==> config.mk <==
export PLATFORM = sky130hd
export DESIGN_NAME = clk_div_gate_ctrl
export DESIGN_NICKNAME = d
export VERILOG_FILES = /design/src/rtl/clk_div_gate_ctrl.sv
export SDC_FILE = /design/constraint.sdc
export NUM_CORES = 1
export LEC_CHECK = 0
export BUFFER_PORTS_ARGS = -buffer_cell sky130_fd_sc_hd__buf_2
export CORE_MARGIN = 10
export CORE_UTILIZATION = 40
export CTS_CLUSTER_SIZE = 25
export DETAILED_ROUTE_END_ITERATION = 7
export PLACE_DENSITY = 0.71
export SYNTH_ARGS = -nofsm -noshare
export SYNTH_HDL_FRONTEND = slang
export SYNTH_SLANG_ARGS = --single-unit
==> constraint.sdc <==
create_clock -name clk -period 1.7 [get_ports clk]
set_clock_uncertainty 0.15 [all_clocks]
set_input_delay 0.17 -clock clk [delete_from_list [all_inputs] [get_ports clk]]
set_output_delay 0.17 -clock clk [all_outputs]
set_load 0.05 [all_outputs]
==> src/rtl/clk_div_gate_ctrl.sv <==
module clk_div_gate_ctrl #(
  parameter int NSLOT = 30,
  parameter logic [7:0] DIV_OFS = 8'h08,
  parameter logic [7:0] GATE_OFS = 8'h84,
  parameter logic [7:0] RST_OFS = 8'h88
) (
  input  logic             clk,
  input  logic             rst_n,
  input  logic             wr_en,
  input  logic [7:0]       addr,
  input  logic [31:0]      wdata,
  output logic [31:0]      rdata,
  output logic             cpu_ce,
  output logic             axi_ce,
  output logic             ahb_ce,
  output logic [NSLOT-1:0] gate_o,
  output logic [NSLOT-1:0] prst_o,
  output logic [NSLOT-1:0] run_o
);
  localparam logic [NSLOT-1:0] USED = ~(NSLOT'(1) << 17);
  localparam logic [NSLOT-1:0] CRIT = (NSLOT'(1) << 0) | (NSLOT'(1) << 23);
  localparam logic [5:0] DIV_RST = 6'h10;

  logic [2:0]       frame;
  logic [5:0]       div_pend, div_act;
  logic [NSLOT-1:0] gate_r, prst_r;

  function automatic logic tick(input logic [1:0] v, input logic [2:0] c);
    case (v)
      2'd0: tick = 1'b1;
      2'd1: tick = c[0];
      2'd2: tick = &c[1:0];
      default: tick = &c;
    endcase
  endfunction

  always_ff @(posedge clk or negedge rst_n) begin
    if (!rst_n) begin
      frame    <= '0;
      div_pend <= DIV_RST;
      div_act  <= DIV_RST;
      gate_r   <= CRIT;
      prst_r   <= USED & ~CRIT;
    end else begin
      frame <= frame + 3'd1;
      if (frame == 3'd7) div_act <= div_pend;
      if (wr_en && addr == DIV_OFS) begin
        div_pend[3:0] <= wdata[3:0];
        if (wdata[5:4] != 2'd0) div_pend[5:4] <= wdata[5:4];
      end
      if (wr_en && addr == GATE_OFS) gate_r <= wdata[NSLOT-1:0] & USED;
      if (wr_en && addr == RST_OFS)  prst_r <= wdata[NSLOT-1:0] & USED;
    end
  end

  assign cpu_ce = tick(div_act[1:0], frame);
  assign axi_ce = tick(div_act[3:2], frame);
  assign ahb_ce = tick(div_act[5:4], frame);
  assign gate_o = gate_r;
  assign prst_o = prst_r;
  assign run_o  = gate_r & ~prst_r;

  always_comb begin
    rdata = '0;
    if (addr == DIV_OFS)       rdata[5:0] = div_pend;
    else if (addr == GATE_OFS) rdata[NSLOT-1:0] = gate_r;
    else if (addr == RST_OFS)  rdata[NSLOT-1:0] = prst_r;
  end

  assert_ahb_nonzero_R4: assert property (@(posedge clk) disable iff (!rst_n)
    div_act[5:4] != 2'd0 && div_pend[5:4] != 2'd0);

  assert_zero_ahb_dropped_R4: assert property (@(posedge clk) disable iff (!rst_n)
    (wr_en && addr == DIV_OFS && wdata[5:4] == 2'd0) |=> $stable(div_pend[5:4]));

  assert_switch_on_wrap_R5: assert property (@(posedge clk) disable iff (!rst_n)
    !$stable(div_act) |-> (frame == 3'd0 && $past(frame) == 3'd7));

  assert_frame_end_aligned_R5: assert property (@(posedge clk) disable iff (!rst_n)
    (frame == 3'd7) |-> (cpu_ce && axi_ce && ahb_ce));

  assert_unused_slot_R7: assert property (@(posedge clk) disable iff (!rst_n)
    !gate_o[17] && !prst_o[17] && !run_o[17]);
endmodule

# Yosys cells after proc, flatten, opt, wreduce, memory -nomap -nowiden
# Index checks and enable logic that the tools add are counted.
# word_totals
regBits	73
latchBits	0
mem_bits_rw	0
rom_bits	0
input_bits	43
out_inout_bits	125
word_cells	36
mem_count	0
# op_classes
add_sub_neg	1
multipliers	0
div_mod_pow	0
magnitude_cmp	0
eq_ne	10
n_shift	0
mux	7
n_bitwise	2
reduce_logical	10
# ops
operator	n
$mux 30	2
$and 30x30->30	1
$not 30->30	1
$mux 24	1
$eq 8x8->1 const B	2
$pmux 1 s3	3
$eq 8x4->1 const B	1
$eq 2x1->1 const B	3
$eq 2x2->1 const B	3
$logic_not 2->1	3
$mux 6	1
$reduce_and 2->1	2
$add 3x1->3 const B	1
$eq 3x3->1 const B	1
$logic_and 1x1->1	3
$reduce_and 3->1	1
$reduce_bool 2->1	1

# Longest topological paths before layout
# depth
ltp_word	4
mapped_depth	6
depth_no_buf	5

# Worst setup path after synthesis
# OpenSTA, ideal clock, no wires.
# synth_timing
path_type	reg2out
start	reg frame[0]
end	out ahb_ce
arrival_ps	2005
required_ps	1380
path_slack_ps	-625
stages_incl_launch_ff	7
n_path_buf	1
path_cell_list	dfrtp_1 -> ha_1 -> ha_1 -> clkbuf_1 -> nand2b_1 -> o21ai_0 -> a22oi_1
# synth_between
elab_chain_len	2
elab_cells_between_ends	3
cone_classes	mux: 1; reduce/logical: 2
# synth_lines
element	line_no	text
from (decl)	24	logic [2:0] frame;
from (signal assigned)	45	frame <= frame + 3'd1;
$reduce_and 3->1 / $reduce_and 2->1 (equally long branches)	33, 32	
$pmux 1 s3 (*)	29	case (v)
to (decl)	15	output logic ahb_ce,
# Every way passes the cells marked *; elsewhere a longest branch is shown, timed or not.

# Worst setup path after layout
# Ends and elaborated chain as after synthesis.

==> PnR_summary.wiki <==
{| class="wikitable"
! Metric !! Value
|-
| Result of the run || finished with violations
|-
| Violations in the final reports || negative setup slack
|-
| Gate power share || 22.4%
|-
| Input/output buffers || 158
|-
| Number of H-tree levels || 3
|-
| Worst setup startpoint || frame[0]
|-
| XOR/XNOR Fraction of Synth Area || 0%
|-
| Gate count of the mapped netlist || 305
|-
| Ratio of cells with drive above 1 in the final layout || 68.1%
|-
| Switching fraction of total power || 32.4%
|-
| Post-Synth Simple-Gate Area || 15.1%
|-
| Tcrit/Tclk final || 111%
|-
| Horizontal die dimension || 115 µm
|-
| Antenna-violating nets left || 0
|-
| CTS tree || yes
|-
| Max cap viols || 0
|-
| Die boundary height || 115 µm
|-
| PwrDens || 728 nW/µm²
|-
| Mean Syn Cell Area || 11.9 µm²
|-
| Crit Path Class || flop to output port
|-
| Wire length after detailed routing || 12000 µm
|-
| Clock-pin slew of the registers on the worst-case setup and hold paths || 70 ps
|-
| Detail-routed net length per standard cell || 18.8 µm
|-
| Worst setup slack for register-to-register paths || 170 ps
|-
| Setup violation total in the final timing report || 9
|-
| Reg2Reg Launch Point || frame[0]
|-
| Crit path cell chain || ha_4 -> ha_4 -> nand2b_4 -> o21ai_2 -> a22oi_2 -> buf_6
|-
| Fraction of power consumed by the clock network || 31.1%
|-
| I/O Pins || 168
|-
| Placeable core region || 8810 µm²
|-
| Number of standard-cell rows in the floorplan || 34
|-
| Cts bufs inserted || 9
|-
| Data arrival time of the critical path || 1560 ps
|-
| Cell repeated most along the worst path || sky130_fd_sc_hd__ha_4
|-
| Sequential area share after synthesis || 51.2%
|-
| Timing endpoint of the critical path || ahb_ce
|-
| Highest fanout seen on the critical path || 5
|-
| Smallest setup slack after layout || -184 ps
|-
| Total Die Area || 13300 µm²
|-
| Utilization after layout || 64.8%
|-
| Multiplexer share of the synthesized area || 21.1%
|-
| Initial core utilization || 41.4%
|-
| Arithmetic-cell share of the synthesized area counting full adders, half adders and majority gates || 0.687%
|-
| Synth unique cells || 27
|-
| Worst VDD drop || 373 µV
|-
| Hold Worst Slack || 100 ps
|-
| Count of warnings emitted by yosys || 0
|-
| Critical path startpoint category || flop
|-
| Placement-stage worst setup slack || -122 ps
|-
| Sum of overflow across all layers after global routing || 0
|-
| Internal power of the cells || 2.81 mW
|-
| Compound-gate portion of the synthesized area || 7.83%
|-
| Placer's final routability congestion estimate || 0.766
|-
| Vias per inst || 5.13
|-
| Area added between synthesis and finish || 56.7%
|-
| Clock period minus worst slack || 1880 ps
|-
| Maximum root-to-sink buffer count || 2
|-
| Vias post-DR || 3270
|-
| Main combinational cell family by area after synthesis || multiplexers
|-
| R2r endpoint || div_act[3]
|-
| Pin count of the biggest net entering global routing || 37
|-
| Data required time of the worst path || 1380 ps
|-
| Count of final max-slew check failures || 0
|-
| DP HPWL || 8720 µm
|-
| Final number of hold-violating endpoints || 0
|-
| Overall Power || 4.16 mW
|-
| Setup tns final || -750 ps
|-
| Critical Path Slowest Stage Cell || sky130_fd_sc_hd__dfrtp_1
|-
| Leakage power summed over all cells || 2.91 nW
|-
| Setup repair after global routing missed its margin || true
|-
| Number of global-route vias before repair || 3804
|-
| Kind of end point of the critical path || output port
|-
| Worst skew pair latency || 330 ps
|-
| Relative contribution of sequential cells to total power || 46.5%
|-
| GRT Util Overall || 17.7%
|-
| Length of the first detailed-routing pass in iterations || 4
|-
| Remaining routing DRC violations || 0
|-
| DR iter-0 viols || 121
|-
| Hold Path Class || input port to flop
|-
| Sw power || 1.35 mW
|-
| Synth Cell Area || 3640 µm²
|-
| First-pass GRT wire length || 18800 µm
|-
| Slowest cell delay on critical path || 380 ps
|-
| Total of flip-flops plus latches after synthesis || 73
|-
| Post-layout nets || 570
|-
| CTS sink count || 73
|-
| Maximum clock frequency || 0.531 GHz
|-
| Initial antenna violation count || 1
|-
| R2R cell count || 5
|-
| Clock root buffer master || sky130_fd_sc_hd__clkbuf_8
|}
sequential cells by signal, summed over array words and instances, names as in the netlist:
register,flops
div_pend,6
prst_o,29
gate_o,29
div_act,6
frame,3
metal layers:
| metal | track usage (%) | vias up | wire, µm |
|---|---|---|---|
| met5 | 0 | - | 0 |
| met4 | 6.42 | 0 | 136 |
| met3 | 5.84 | 11 | 916 |
| met2 | 30.3 | 127 | 6000 |
| met1 | 20.3 | 1628 | 4910 |
| li1 | - | 1504 | - |
timing repair:
action | 4_1_cts | 5_1_grt
endpoints found under the setup margin | 12 | 32
endpoints found under the hold margin | 100 | 0
resized for setup | 38 | 59
gates cloned | 0 | 0
pin swaps | 5 | 5
setup buffers | 9 | 3
hold buffers | 30 | 0
synth_stat cells, drive strengths merged:
library cell,count,area [µm²]
a21oi,7,35.0
a22o,2,17.5
a22oi,25,188
and3,1,6.26
and3b,12,105
and4,1,8.76
buf,12,92.6
clkbuf,12,45.0
conb,1,3.75
dfrtp,42,1050
dfstp,31,815
ha,2,25.0
inv,2,7.51
mux2,65,769
nand2,14,52.6
nand2b,3,18.8
nand4,3,18.8
nor2,25,93.8
nor2b,32,200
nor3b,2,15.0
nor4,1,21.3
nor4bb,1,10.0
o21ai,9,45.0
cells by family (layout without fill, tap and decap cells):
| family | after synthesis | in the layout |
|---|---|---|
| muxes | 65 | 65 |
| DFF | 73 | 73 |
| and+or+nand+nor | 95 | 95 |
| other | 1 | 7 |
| buffers and inverters | 26 | 245 |
| AOI/OAI and AO/OA | 43 | 43 |
| adders and majority gates | 2 | 2 |
cell type report:
class	count	area, µm²
sequential	73	1870
inverter	2	7.51
fill	670	3100
timing repair buffer	228	1600
clock buffer	9	124
tap	108	135
clock inverter	6	60.1
antenna	1	2.50
multi-input combinational	211	1920
worst min path at each step:
stage,cells past startpoint,endpoint,from,slack (ps)
2_1_floorplan,0,div_act[0],rst_n,-280
3_3_place_gp,1,div_act[1],rst_n,6
3_5_place_dp,1,div_act[0],rst_n,20
4_1_cts,4,div_pend[4],addr[6],70
5_1_grt,4,div_pend[5],addr[6],130
6_report,4,div_pend[4],addr[6],100
worst max-delay path, delay by kind of cell (launching register included):
family	cells	cell delay (ps)
DFF	1	380
and+or+nand+nor	1	130
AOI/OAI and AO/OA	2	230
adders and majority gates	2	300
buffers and inverters	1	180
power groups by stage:
stage | clock network, mW | logic (mW) | registers (mW)
global route | 1.40 | 0.983 | 1.95
floorplan | 0 | 0.346 | 2.18
detailed placement | 0 | 0.843 | 1.96
global placement | 0 | 0.829 | 1.96
CTS | 1.32 | 0.927 | 1.93
finish | 1.29 | 0.932 | 1.93
placed cells by master (no fill, tap or decap), drive strengths merged:
cell type      n
buf          195
mux2          65
dfrtp         42
nor2b         32
dfstp         31
dlygate4sd3   30
a22oi         25
nor2          25
nand2         14
and3b         12
clkbuf        12
o21ai          9
a21oi          7
conb           6
nand4          3
clkinv         3
nand2b         3
inv            2
a22o           2
ha             2
clkinvlp       2
nor3b          2
diode          1
nor4           1
and4           1
nor4bb         1
and3           1
bufinv         1
through the flow:
stage               instance area, µm²  std cells
floorplan                         3870        310
global placement                  4900        580
detailed placement                4900        580
CTS                               5560        634
global route                      5710        638
finish                            5710        638
(Power assumes the default switching activity.)
